**config.mk**
```make
export PLATFORM = sky130hd
export DESIGN_NAME = tdm_chan_mapper
export DESIGN_NICKNAME = d
export VERILOG_FILES = /design/src/rtl/tcm_pkg.sv /design/src/rtl/tcm_regs.sv /design/src/rtl/tcm_slot_store.sv /design/src/rtl/tcm_tx_seq.sv /design/src/rtl/tcm_rx_route.sv /design/src/rtl/tdm_chan_mapper.sv
export SDC_FILE = /design/constraint.sdc
export NUM_CORES = 1
export LEC_CHECK = 0
export ABC_CLOCK_PERIOD_IN_PS = 7100
export BUFFER_PORTS_ARGS = -buffer_cell sky130_fd_sc_hd__buf_4
export CAP_MARGIN = 0
export CORE_MARGIN = 2
export CORE_UTILIZATION = 35
export DETAILED_ROUTE_END_ITERATION = 10
export GPL_TIMING_DRIVEN = 0
export PLACE_DENSITY_LB_ADDON = 0.15
export SETUP_SLACK_MARGIN = 0.3
export SYNTH_ARGS = -nofsm -noshare
export SYNTH_HDL_FRONTEND = slang
export SYNTH_HIERARCHICAL = 1
export SYNTH_SLANG_ARGS = --single-unit
```
**constraint.sdc**
```tcl
create_clock -name clk -period 7.1 [get_ports clk]
set_input_delay 0.355 -clock clk [delete_from_list [all_inputs] [get_ports clk]]
set_output_delay 0.355 -clock clk [all_outputs]
set_load 0.02 [all_outputs]
```
**src/rtl/tcm_pkg.sv**
```systemverilog
package tcm_pkg;
  typedef enum logic [1:0] {
    CM_PCM = 2'b00,
    CM_BLK = 2'b01,
    CM_ASY = 2'b10,
    CM_RSV = 2'b11
  } ch_mode_e;
endpackage

```
**src/rtl/tcm_regs.sv**
```systemverilog
module tcm_regs #(
  parameter int NCH      = 16,
  parameter int SW       = 6,
  parameter int CW       = 4,
  parameter int AW       = 5,
  parameter int DW       = 8,
  parameter logic [7:0] IDLE_RST = 8'hFF
) (
  input  logic                    clk,
  input  logic                    rst_n,
  input  logic                    cfg_we,
  input  logic [AW-1:0]           cfg_addr,
  input  logic [DW-1:0]           cfg_wdata,
  output logic [NCH-1:0][SW-1:0]  ch_slot,
  output logic [NCH-1:0][1:0]     ch_mode,
  output logic [DW-1:0]           idle_byte,
  output logic [CW-1:0]           n_m1,
  output logic                    wide,
  output logic                    cfg_err
);
  import tcm_pkg::*;

  localparam logic [AW-1:0] IDLE_ADDR = AW'(NCH);
  localparam logic [AW-1:0] CTRL_ADDR = AW'(NCH + 1);

  // one control word per loop channel
  for (genvar g = 0; g < NCH; g++) begin : g_chreg
    always_ff @(posedge clk) begin
      if (!rst_n) begin
        ch_slot[g] <= '0;
        ch_mode[g] <= 2'b00;
      end else if (cfg_we && cfg_addr == AW'(g)) begin
        ch_slot[g] <= cfg_wdata[SW-1:0];
        ch_mode[g] <= cfg_wdata[DW-1:DW-2];
      end
    end
  end

  always_ff @(posedge clk) begin
    if (!rst_n) begin
      idle_byte <= IDLE_RST[DW-1:0];
      n_m1      <= '0;
      wide      <= 1'b0;
    end else if (cfg_we) begin
      if (cfg_addr == IDLE_ADDR) idle_byte <= cfg_wdata;
      if (cfg_addr == CTRL_ADDR) begin
        n_m1 <= cfg_wdata[CW-1:0];
        wide <= cfg_wdata[CW];
      end
    end
  end

  // ordering and range check over active slot-mode channels
  always_comb begin
    logic          seen;
    logic [SW-1:0] last;
    cfg_err = 1'b0;
    seen    = 1'b0;
    last    = '0;
    for (int i = 0; i < NCH; i++) begin
      if (CW'(i) <= n_m1 && ch_mode[i] == CM_PCM) begin
        if (!wide && ch_slot[i][SW-1]) cfg_err = 1'b1;
        if (seen && ch_slot[i] <= last) cfg_err = 1'b1;
        last = ch_slot[i];
        seen = 1'b1;
      end
    end
  end
endmodule

```
**src/rtl/tcm_slot_store.sv**
```systemverilog
module tcm_slot_store #(
  parameter int SLOTS = 64,
  parameter int SW    = 6,
  parameter int DW    = 8
) (
  input  logic          clk,
  input  logic          wide,
  input  logic          ts_we,
  input  logic [SW-1:0] ts_idx,
  input  logic [DW-1:0] ts_byte,
  input  logic [SW-1:0] rd_idx,
  output logic [DW-1:0] rd_byte
);
  logic [DW-1:0] mem [SLOTS];
  logic          in_range;

  // upper half exists only in wide mode
  assign in_range = wide || !ts_idx[SW-1];

  always_ff @(posedge clk) begin
    if (ts_we && in_range) mem[ts_idx] <= ts_byte;
  end

  assign rd_byte = mem[rd_idx];
endmodule

```
**src/rtl/tcm_tx_seq.sv**
```systemverilog
module tcm_tx_seq #(
  parameter int NCH = 16,
  parameter int SW  = 6,
  parameter int CW  = 4,
  parameter int DW  = 8
) (
  input  logic                   clk,
  input  logic                   rst_n,
  input  logic                   frame_start,
  input  logic [NCH-1:0][SW-1:0] ch_slot,
  input  logic [NCH-1:0][1:0]    ch_mode,
  input  logic [DW-1:0]          idle_byte,
  input  logic [CW-1:0]          n_m1,
  output logic [SW-1:0]          rd_idx,
  input  logic [DW-1:0]          rd_byte,
  input  logic                   ab_in_valid,
  output logic                   ab_in_ready,
  input  logic [DW-1:0]          ab_in_data,
  output logic                   ch_out_valid,
  input  logic                   ch_out_ready,
  output logic [CW-1:0]          ch_out_idx,
  output logic [DW-1:0]          ch_out_byte
);
  import tcm_pkg::*;

  logic          busy;
  logic [CW-1:0] ptr;
  logic          load;
  ch_mode_e      cur;
  logic [DW-1:0] nxt;

  assign load        = busy && (!ch_out_valid || ch_out_ready);
  assign cur         = ch_mode_e'(ch_mode[ptr]);
  assign rd_idx      = ch_slot[ptr];
  assign ab_in_ready = load && (cur == CM_ASY);

  always_comb begin
    case (cur)
      CM_PCM:  nxt = rd_byte;
      CM_ASY:  nxt = ab_in_valid ? ab_in_data : idle_byte;
      default: nxt = idle_byte;
    endcase
  end

  always_ff @(posedge clk) begin
    if (!rst_n) begin
      busy         <= 1'b0;
      ptr          <= '0;
      ch_out_valid <= 1'b0;
      ch_out_idx   <= '0;
      ch_out_byte  <= '0;
    end else if (load) begin
      ch_out_valid <= 1'b1;
      ch_out_idx   <= ptr;
      ch_out_byte  <= nxt;
      if (ptr == n_m1) busy <= 1'b0;
      else             ptr  <= ptr + 1'b1;
    end else begin
      if (ch_out_ready) ch_out_valid <= 1'b0;
      if (!busy && frame_start) begin
        busy <= 1'b1;
        ptr  <= '0;
      end
    end
  end
endmodule

```
**src/rtl/tcm_rx_route.sv**
```systemverilog
module tcm_rx_route #(
  parameter int NCH = 16,
  parameter int SW  = 6,
  parameter int CW  = 4,
  parameter int DW  = 8
) (
  input  logic                   clk,
  input  logic                   rst_n,
  input  logic [NCH-1:0][SW-1:0] ch_slot,
  input  logic [NCH-1:0][1:0]    ch_mode,
  input  logic [CW-1:0]          n_m1,
  input  logic                   ch_in_valid,
  output logic                   ch_in_ready,
  input  logic [CW-1:0]          ch_in_idx,
  input  logic [DW-1:0]          ch_in_byte,
  output logic                   ts_out_valid,
  input  logic                   ts_out_ready,
  output logic [SW-1:0]          ts_out_idx,
  output logic [DW-1:0]          ts_out_byte,
  output logic                   ab_out_valid,
  input  logic                   ab_out_ready,
  output logic [DW-1:0]          ab_out_data
);
  import tcm_pkg::*;

  logic     drop;
  ch_mode_e rmode;
  logic     ts_free, ab_free, take, to_ts, to_ab;

  assign drop    = ch_in_idx > n_m1;
  assign rmode   = ch_mode_e'(ch_mode[ch_in_idx]);
  assign ts_free = !ts_out_valid || ts_out_ready;
  assign ab_free = !ab_out_valid || ab_out_ready;
  assign to_ts   = !drop && rmode == CM_PCM;
  assign to_ab   = !drop && rmode == CM_ASY;

  always_comb begin
    if (to_ts)      ch_in_ready = ts_free;
    else if (to_ab) ch_in_ready = ab_free;
    else            ch_in_ready = 1'b1;
  end

  assign take = ch_in_valid && ch_in_ready;

  always_ff @(posedge clk) begin
    if (!rst_n) begin
      ts_out_valid <= 1'b0;
      ts_out_idx   <= '0;
      ts_out_byte  <= '0;
      ab_out_valid <= 1'b0;
      ab_out_data  <= '0;
    end else begin
      if (ts_out_ready) ts_out_valid <= 1'b0;
      if (ab_out_ready) ab_out_valid <= 1'b0;
      if (take && to_ts) begin
        ts_out_valid <= 1'b1;
        ts_out_idx   <= ch_slot[ch_in_idx];
        ts_out_byte  <= ch_in_byte;
      end
      if (take && to_ab) begin
        ab_out_valid <= 1'b1;
        ab_out_data  <= ch_in_byte;
      end
    end
  end
endmodule

```
**src/rtl/tdm_chan_mapper.sv**
```systemverilog
module tdm_chan_mapper #(
  parameter int NCH   = 16,
  parameter int SLOTS = 64,
  parameter int DW    = 8,
  parameter logic [7:0] IDLE_RST = 8'hFF,
  localparam int SW = $clog2(SLOTS),
  localparam int CW = $clog2(NCH),
  localparam int AW = $clog2(NCH + 2)
) (
  input  logic          clk,
  input  logic          rst_n,
  input  logic          cfg_we,
  input  logic [AW-1:0] cfg_addr,
  input  logic [DW-1:0] cfg_wdata,
  output logic          cfg_err,
  input  logic          ts_we,
  input  logic [SW-1:0] ts_idx,
  input  logic [DW-1:0] ts_byte,
  input  logic          frame_start,
  input  logic          ab_in_valid,
  output logic          ab_in_ready,
  input  logic [DW-1:0] ab_in_data,
  output logic          ch_out_valid,
  input  logic          ch_out_ready,
  output logic [CW-1:0] ch_out_idx,
  output logic [DW-1:0] ch_out_byte,
  input  logic          ch_in_valid,
  output logic          ch_in_ready,
  input  logic [CW-1:0] ch_in_idx,
  input  logic [DW-1:0] ch_in_byte,
  output logic          ts_out_valid,
  input  logic          ts_out_ready,
  output logic [SW-1:0] ts_out_idx,
  output logic [DW-1:0] ts_out_byte,
  output logic          ab_out_valid,
  input  logic          ab_out_ready,
  output logic [DW-1:0] ab_out_data
);
  logic [NCH-1:0][SW-1:0] ch_slot;
  logic [NCH-1:0][1:0]    ch_mode;
  logic [DW-1:0]          idle_byte;
  logic [CW-1:0]          n_m1;
  logic                   wide;
  logic [SW-1:0]          rd_idx;
  logic [DW-1:0]          rd_byte;

  tcm_regs #(.NCH(NCH), .SW(SW), .CW(CW), .AW(AW), .DW(DW), .IDLE_RST(IDLE_RST)) u_regs (
    .clk(clk), .rst_n(rst_n), .cfg_we(cfg_we), .cfg_addr(cfg_addr), .cfg_wdata(cfg_wdata),
    .ch_slot(ch_slot), .ch_mode(ch_mode), .idle_byte(idle_byte), .n_m1(n_m1),
    .wide(wide), .cfg_err(cfg_err)
  );

  tcm_slot_store #(.SLOTS(SLOTS), .SW(SW), .DW(DW)) u_store (
    .clk(clk), .wide(wide), .ts_we(ts_we), .ts_idx(ts_idx), .ts_byte(ts_byte),
    .rd_idx(rd_idx), .rd_byte(rd_byte)
  );

  tcm_tx_seq #(.NCH(NCH), .SW(SW), .CW(CW), .DW(DW)) u_tx (
    .clk(clk), .rst_n(rst_n), .frame_start(frame_start), .ch_slot(ch_slot),
    .ch_mode(ch_mode), .idle_byte(idle_byte), .n_m1(n_m1), .rd_idx(rd_idx),
    .rd_byte(rd_byte), .ab_in_valid(ab_in_valid), .ab_in_ready(ab_in_ready),
    .ab_in_data(ab_in_data), .ch_out_valid(ch_out_valid), .ch_out_ready(ch_out_ready),
    .ch_out_idx(ch_out_idx), .ch_out_byte(ch_out_byte)
  );

  tcm_rx_route #(.NCH(NCH), .SW(SW), .CW(CW), .DW(DW)) u_rx (
    .clk(clk), .rst_n(rst_n), .ch_slot(ch_slot), .ch_mode(ch_mode), .n_m1(n_m1),
    .ch_in_valid(ch_in_valid), .ch_in_ready(ch_in_ready), .ch_in_idx(ch_in_idx),
    .ch_in_byte(ch_in_byte), .ts_out_valid(ts_out_valid), .ts_out_ready(ts_out_ready),
    .ts_out_idx(ts_out_idx), .ts_out_byte(ts_out_byte), .ab_out_valid(ab_out_valid),
    .ab_out_ready(ab_out_ready), .ab_out_data(ab_out_data)
  );
endmodule

```
# After elaboration in Yosys (flattened, before gate mapping)
# Memory sizes are Yosys's and may differ from the RTL's.
# Cells that the tools add are included.
# W data, S select, Z words.
# word_totals
ff_bits	183
latchBits	0
ramBits	512
rom_bits	0
in_bits	57
out_inout_bits	40
elab_cells	316
mem_count	1
# memory_table
name	words	width	rd	rd_ports_with_merged_regs	wr	line_no	rtl
u_store.mem	64	8	1	0	1	tcm_slot_store.sv:14	logic [DW-1:0] mem [SLOTS];
# op_classes
addsub	1
mul	0
div	0
magnitude_cmp	34
n_eq_ne	22
shifts	0
mux	103
bitwise	0
reduce_logical	110
# ops
cell	count
$mux W6	17
$le A6 B6 Y1	15
$mux W1	75
$logic_and A1 B1 Y1	72
$bmux W6 S4	2
$eq A5 B4 Y1 const B	8
$logic_not A2 Y1	18
$le A4 B4 Y1 const A	8
$eq A5 B3 Y1 const B	4
$bmux W2 S4	2
$le A3 B4 Y1 const A	4
$pmux W8 S2	1
$mux W4	3
$eq A5 B2 Y1 const B	2
$eq A5 B5 Y1 const B	2
$lt A4 B5 Y1 const B	2
$le A1 B4 Y1 const A	2
$le A2 B4 Y1 const A	2
$mux W8	1
$reduce_and A2 Y1	4
$reduce_bool A2 Y1	4
$logic_not A1 Y1	7
$eq A5 B1 Y1 const B	1
$logic_not A5 Y1	1
7 further kinds	13

# Depth between registers and ports, before layout
# Gate-level depths: netlist of run 1.
# logic_depth
ltp_word	49
depth_mapped	18
depth_no_buf	16

# Cells and area by module
# The synthesis of run 1 kept the hierarchy.
# modules_own_cells
module	instances	cells_per_inst	area_per_inst_um2	seq_area_each_um2
tcm_slot_store	1	946	20002.9	15374.7
tcm_regs	1	1162	9673.0	2822.7
tcm_rx_route	1	169	2034.5	480.5
tcm_tx_seq	1	183	2011.9	360.3

# Least setup slack after synthesis of run 1
# OpenSTA, ideal clock, no wires.
# synth_timing
path_type	flip-flop to output port
from	reg u_regs.n_m1[0]
to	out cfg_err
t_arrival_ns	3.881
required_time_ns	6.745
path_slack_ns	2.864
path_stages_with_launch	16
n_path_buf	1
path_cell_list	dfxtp_1 buf_6 or4_4 and3_1 o311a_1 o211a_1 o31ai_4 nor2_1 a221oi_1 ha_1 and3_1 a41oi_1 a21o_1 o221ai_1 a2111oi_0 nand3_1
# synth_between
elab_chain_cells	49
word_cells_on_any_way	138
classes_between	order compare: 31; mux: 76; reduce/logical: 31
# synth_rtl
item	line_no	rtl
start: declaration	tcm_regs.sv:17	output logic [CW-1:0] n_m1,
start signal: assignment	tcm_regs.sv:47	n_m1 <= cfg_wdata[CW-1:0];
$le A1 B4 Y1	tcm_regs.sv:61	if (CW'(i) <= n_m1 && ch_mode[i] == CM_PCM) begin
$logic_and A1 B1 Y1	tcm_regs.sv:61	
$mux W6	tcm_regs.sv:61	
$le A6 B6 Y1	tcm_regs.sv:63	if (seen && ch_slot[i] <= last) cfg_err = 1'b1;
$logic_and A1 B1 Y1	tcm_regs.sv:63	
$mux W1	tcm_regs.sv:63	
$mux W1	tcm_regs.sv:61	
$mux W1	tcm_regs.sv:62	if (!wide && ch_slot[i][SW-1]) cfg_err = 1'b1;
[... 33 more ...]	-	
$mux W1	tcm_regs.sv:63	
$mux W1	tcm_regs.sv:61	
$mux W1	tcm_regs.sv:62	
$mux W1	tcm_regs.sv:63	
$mux W1	tcm_regs.sv:61	
$mux W1	tcm_regs.sv:62	
$mux W1	tcm_regs.sv:63	
$mux W1 *	tcm_regs.sv:61	
end: declaration	tdm_chan_mapper.sv:15	output logic cfg_err,
# Mark *: on every way between the ends. The rest lies on a longest branch, timed or not.

# Worst setup path after layout of run 1
# Ends and elaborated chain as after synthesis.

==> impl_metrics.toml, run 1 <==
[run_status]
status = "finished clean"

[routing]
route.met3.wl_um = 8800
post_drt_wl_per_cell_um = 28.4
wl_met1_um = 49400
viasPerCell = 5.81
routed.top_layer = "met4"
drc_errors = 0
final_antenna_net_count = 0
drtIter0Drc = 2230
drt_first_pass_iters = 5
via_count = 22998
drt-total-wl_um = 112000
met2_length_um = 51200

[timing]
setup_viol = 0
rsz0062_at_grt = "false"
timing.hold.ws_ns = 0.0390
tns_ns = 0
min_period_ns = 6.61
post-route-worst-setup-slack_ns = 0.491
drv_slew = 0
slew_headroom_pct = 4.07
final.period_utilization_pct = 93.1
finClkSkew_ns = 0.0284
fmax_ghz = 0.151
hold_viol_final = 0
worstMarginPinSlew_ns = 1.43

[synth]
yosysSeqAreaShare_pct = 56.5
synth_area_leaders = "edfxtp_1 46%, mux4_2 13%, dfxtp_1 11%"
yosys_warnings = 6
synth_flop_cell = "edfxtp_1"
synth.largest_area_cell = "edfxtp_1"
synth_edf_count = 512
yosys-top-cells-count = "512 x edfxtp_1, 197 x mux4_2, 191 x nand2_1"
async_flop_share_pct = 0
syn_area_per_cell_sq_um = 13.7
synth_cells = 2460
synth_seq_cells = 695
synth.most_common_cell = "edfxtp_1"
synthesis.nets = 2609
synth_top_cell_area_share_pct = 45.6
syn_area_sq_mm = 0.0337
ys_types = 89

[run]
drv_cap = 0

[pwr]
sw_frac_of_total_pct = 22.2
pwr-share-clk_pct = 46.4
internal_power_mw = 7.05
p_per_area_mw_per_mm2 = 234
seqPwrFrac_pct = 48.6
power_mw = 9.06
combPwrFrac_pct = 5.1
power.switching_mw = 2.01
p_leak_nw = 13.1
ir_drop_v = 0.000181

[critical_path]
required_ns = 6.74
cp_top_family = "compound AO/OA/AOI/OAI gates"
crit_start = "u_regs/n_m1[0]$_SDFFE_PN0P_"
rr_endpoint = "u_tx/ch_out_byte[4]$_SDFFE_PN0P_"
path_cells = "buf_6 -> or4_4 -> buf_2 -> a21oi_1 -> o221ai_1 -> a311oi_1 -> o21ai_0 -> a21boi_0 -> o22ai_1 -> ha_1 -> a2111oi_0 -> a21oi_2 -> or4_1 -> a31oi_1 -> a2111oi_0 -> nand3_1 -> buf_4"
rrSetupSlack_ns = 1.21
cp_slowest_cell = "a311oi_1"
reg2regPathDepth = 13
max_stage_delay_ns = 0.65
cp_common_cell = "a2111oi_0"
cp.arrival_ns = 6.25
worstSetupStartpointType = "flip-flop"
end_kind = "output port"
path_max_fanout = 10
reg2reg_from = "u_tx/ptr[1]$_SDFFE_PN0P_"
critical_path_buf_inv_count = 3
crit_type = "reg2out"

[die]
fp-row-count = 113
die-area_sq_mm = 0.0988
core_area_sq_mm = 0.0953
die_y_um = 314
fp.dieW_um = 314
initial_core_util_pct = 35.4
io_pins = 97

[global_route]
grt_pass1_vias = 22897
grt.overflow.total = 0
grt_usage_pct = 22.6
grt_pass1_wl_um = 162000
grt_max_degree = 65
antenna_found_initial = 1

[cells_and_area]
syn2layout_area_growth_pct = 14.9
nets = 2784
drive_gt1_share_pct = 18.5

[min_path]
holdPathEnd = "u_rx/ts_out_valid$_SDFFE_PN0P_"
hold_depth = 3
hp-class = "in2reg"
hp-start = "ts_out_ready"

[placed_design]
port_buffers = 83
post-place-ws_ns = 1.11
dp_hpwl_um = 80800
gp_congestion = 0.946

[clock_network]
cts_made_buffers = 78
clock_latency_ns = 0.65
cts.clk_slew.worst_paths_ns = 0.06
cts_buffer_depth = 3
clock-sinks = 695
post_cts_buffers = 0
cts_root_buffer = "clkbuf_16"
tritoncts = "yes"
htree_levels = 3
-- power groups by stage --
stage / clock network [mW] / logic [mW] / registers [mW]
after detailed placement: 0 / 0.449 / 4.49
after CTS: 4.30 / 0.454 / 4.40
after global placement: 0 / 0.438 / 4.48
after global routing: 4.46 / 0.492 / 4.40
after floorplan: 0 / 0.241 / 4.48
final: 4.20 / 0.458 / 4.40
-- worst max-delay path by stage --
stage | to | slack, ns | cells after the start
global placement | cfg_err | 1.11 | 18
detailed placement | cfg_err | 1.11 | 18
finish | cfg_err | 0.49 | 17
floorplan | cfg_err | 2.86 | 15
global route | cfg_err | 0.40 | 17
CTS | cfg_err | 0.37 | 18
-- stage by stage --
stage	util [%]	cells	area (sq um)
2_1_floorplan	-	2460	33700
3_3_place_gp	37.7	3808	35900
3_5_place_dp	37.7	3811	36000
4_1_cts	40.6	3956	38700
5_1_grt	40.7	3956	38700
6_report	40.7	3959	38800
-- per-layer routing --
layer / global-route usage [%] / up-vias
met2: 35.1 / 979
met4: 7.08 / 0
met1: 31.7 / 11898
met5: 0 / -
met3: 4.68 / 165
li1: - / 9956
-- cells in the final DEF (no fill, tap or decap), drive strengths merged, types with 17 or more instances in the layout --
cell type	n
ha	92
nand3	86
o22ai	29
a31oi	31
buf	159
mux2i	165
nor3	26
clkinv	24
a21o	19
o21ai	53
dfxtp	183
edfxtp	512
nand2	192
a21boi	51
mux4	198
clkbuf	182
inv	35
a211oi	17
nor2b	123
nand2b	21
nor2	154
o31ai	24
a21oi	64
-- area by class of cell --
cell class | count | area (sq um)
diodes | 3 | 7.51
plain buffers | 157 | 763
clock buffers | 98 | 2100
clock inverters | 38 | 577
fillers | 8877 | 56500
inverters | 34 | 128
multi-input cells | 1574 | 13800
flip-flops and latches | 695 | 19000
well taps | 1265 | 1580
repair buffers | 95 | 737
-- cell families (layout without fill, tap and decap cells) --
family                     count (synthesis)  in the layout  synth area share [%]
and+or+nand+nor                          701            701                  10.4
DFF                                      695            695                  56.5
AOI/OAI and AO/OA                        395            395                  8.23
muxes                                    377            377                  18.6
buffers and inverters                    191            422                  2.64
adders and majority gates                 93             93                  3.44
xor gates and xnor gates                   8              8                 0.208
other                                      0              3                     0
-- timing repair --
| item | 4_1_cts | 5_1_grt |
|---|---|---|
| hold buffers | 9 | 0 |
| setup endpoints to repair | 0 | 1 |
| resized for setup | 0 | 4 |
| hold endpoints to repair | 17 | 0 |
-- registers in the layout, summed over array words and instances, names as in the netlist, 4 cells and up --
signal and cells:
u_tx/ptr 4, u_store/mem 512, u_tx/ch_out_byte 8, u_rx/ts_out_idx 6, u_regs/ch_mode 32, u_rx/ts_out_byte 8, u_tx/ch_out_idx 4, u_regs/idle_byte 8
u_rx/ab_out_data 8, u_regs/n_m1 4, u_regs/ch_slot 96
-- worst min-delay path, cell delays in order --
cell and delay [ns]:
buf_4 0.07, nand2b_1 0.13, a21boi_1 0.07
No activity file was read; power rests on OpenSTA's default activity.
==> run 2: changes to the inputs <==
--- a/config.mk
+++ b/config.mk
@@ -12,7 +12,7 @@
 export CORE_UTILIZATION = 35
 export DETAILED_ROUTE_END_ITERATION = 10
 export GPL_TIMING_DRIVEN = 0
-export PLACE_DENSITY_LB_ADDON = 0.15
+export PLACE_DENSITY = 0.51
 export SETUP_SLACK_MARGIN = 0.3
 export SYNTH_ARGS = -nofsm -noshare
 export SYNTH_HDL_FRONTEND = slang
==> impl_metrics.toml, run 2 (synthesis gave the netlist of run 1 again) <==
[run_status]
status = "finished clean"

[cells_and_area]
top_register = "u_store/mem"
largest_reg_flops = 512
antenna_cells = 0
nets = 2784
fillers = 8788
layout_commonest_cell = "edfxtp_1"
syn2layout_area_growth_pct = 14.7
biggestRegsByFlops = "u_store/mem: 512 flops, u_regs/ch_slot: 96 flops, u_regs/ch_mode: 32 flops"
final_cell_mix = "512 x edfxtp_1, 197 x mux4_2, 191 x nand2_1"
drive_gt1_share_pct = 18.4

[min_path]
hp-start = "ch_in_byte[4]"
hp-class = "in2reg"
hold_depth = 3
holdPathEnd = "u_rx/ab_out_data[4]$_SDFFE_PN0P_"

[die]
io_pins = 97
initial_core_util_pct = 35.4
die_y_um = 314
fp-row-count = 113
core_area_sq_mm = 0.0953
fp.dieW_um = 314
die-area_sq_mm = 0.0988

[timing]
fmax_ghz = 0.152
rsz0062_at_grt = "false"
post-route-worst-setup-slack_ns = 0.527
hold_viol_final = 0
tns_ns = 0
drv_slew = 0
final.period_utilization_pct = 92.6
min_period_ns = 6.57
worstMarginPinSlew_ns = 1.33
slew_headroom_pct = 10.3
finClkSkew_ns = 0.0215
setup_viol = 0

[clock_network]
clock-sinks = 695
cts_root_buffer = "clkbuf_16"
cts_made_buffers = 80
htree_levels = 3
clock_latency_ns = 0.66
cts_buffer_depth = 3
cts.clk_slew.worst_paths_ns = 0.05
tritoncts = "yes"

[critical_path]
worstSetupStartpointType = "flip-flop"
cp.arrival_ns = 6.22
end_kind = "output port"
path_max_fanout = 10
rrSetupSlack_ns = 1.30
crit_type = "reg2out"
cp_top_family = "compound AO/OA/AOI/OAI gates"
critical_path_buf_inv_count = 3
rr_endpoint = "u_tx/ch_out_byte[1]$_SDFFE_PN0P_"
path_cells = "buf_2 -> o311ai_1 -> nand2_1 -> o31ai_4 -> inv_2 -> a221o_1 -> mux2_4 -> ha_1 -> nand4_1 -> o221ai_1 -> a21oi_1 -> or4_1 -> a31oi_1 -> a2111oi_0 -> nand3_1 -> buf_4"
required_ns = 6.74
max_stage_delay_ns = 1.12
cp_slowest_cell = "o311ai_1"
reg2regPathDepth = 14
reg2reg_from = "u_tx/ptr[1]$_SDFFE_PN0P_"

[routing]
drt_first_pass_iters = 6
drt-total-wl_um = 112000
via_count = 23109
viasPerCell = 5.83
drtIter0Drc = 2251
final_antenna_net_count = 0
post_drt_wl_per_cell_um = 28.2
drc_errors = 0

[placed_design]
gp_congestion = 0.941
port_buffers = 83
dp_hpwl_um = 80400
post-place-ws_ns = 1.15

[pwr]
p_leak_nw = 13.1
p_per_area_mw_per_mm2 = 232
ir_drop_v = 0.000177
power_mw = 8.96

[global_route]
grt_max_degree = 65
grt_usage_pct = 22.3
grt.overflow.total = 0
grt_pass1_wl_um = 160000
antenna_found_initial = 3
grt_pass1_vias = 22834

[run]
drv_cap = 0
==> run 2: cell type report <==
cell class              count  area, sq um  area share [%]
flip-flops and latches    695        19000            49.2
multi-input cells        1574        13800            35.7
clock buffers             106         2180            5.64
well taps                1265         1580            4.09
plain buffers             157          763            1.97
repair buffers             93          719            1.86
clock inverters            41          448            1.16
inverters                  34          128           0.330
==> run 2: tightest hold or removal path, delay by kind of cell <==
family / cells / cell delay, ns
multiplexers: 1 / 0.13
buffers and inverters: 1 / 0.07
AND/OR/NAND/NOR: 1 / 0.07
==> run 2: how the worst max path moves through the flow <==
stage                           startpoint  cells after the start  slack, ns       to
2_1_floorplan  u_regs/n_m1[0]$_SDFFE_PN0P_                     15       2.86  cfg_err
4_1_cts        u_regs/n_m1[3]$_SDFFE_PN0P_                     17       0.43  cfg_err
5_1_grt        u_regs/n_m1[1]$_SDFFE_PN0P_                     16       0.31  cfg_err
6_report       u_regs/n_m1[1]$_SDFFE_PN0P_                     16       0.53  cfg_err
3_3_place_gp   u_regs/n_m1[3]$_SDFFE_PN0P_                     18       1.14  cfg_err
3_5_place_dp   u_regs/n_m1[3]$_SDFFE_PN0P_                     17       1.15  cfg_err
==> run 2: where the power goes <==
part / leakage [nW] / switching, mW / total, mW / internal (mW)
Sequential: 6.08 / 0.0211 / 4.40 / 4.38
Combinational: 5.77 / 0.298 / 0.458 / 0.160
Clock: 1.26 / 1.71 / 4.10 / 2.40
==> run 2: metrics by stage <==
| stage | cells | hold WS, ns | instance area [sq um] | util [%] |
|---|---|---|---|---|
| final | 3965 | 0.0360 | 38700 | 40.6 |
| after global routing | 3965 | 0.0386 | 38700 | 40.6 |
| after CTS | 3965 | 0.00271 | 38700 | 40.6 |
| after detailed placement | 3810 | 0.456 | 36000 | 37.7 |
| after global placement | 3808 | 0.448 | 35900 | 37.7 |
| after floorplan | 2460 | 0.453 | 33700 | - |
==> run 2: what timing repair did <==
action | 4_1_cts | 5_1_grt
resized for setup | 0 | 5
setup buffers | 0 | 0
endpoints found under the hold margin | 14 | 0
setup endpoints to repair | 0 | 1
hold buffers | 8 | 0
==> run 2: routing by layer <==
metal  vias up  track usage, %  share of wire, %
met4         2            6.59               2.8
met1     11918            32.0                44
li1       9948               -                 -
met3       175            4.33               8.1
met2      1066            34.2                45
met5         -               0            0.0072
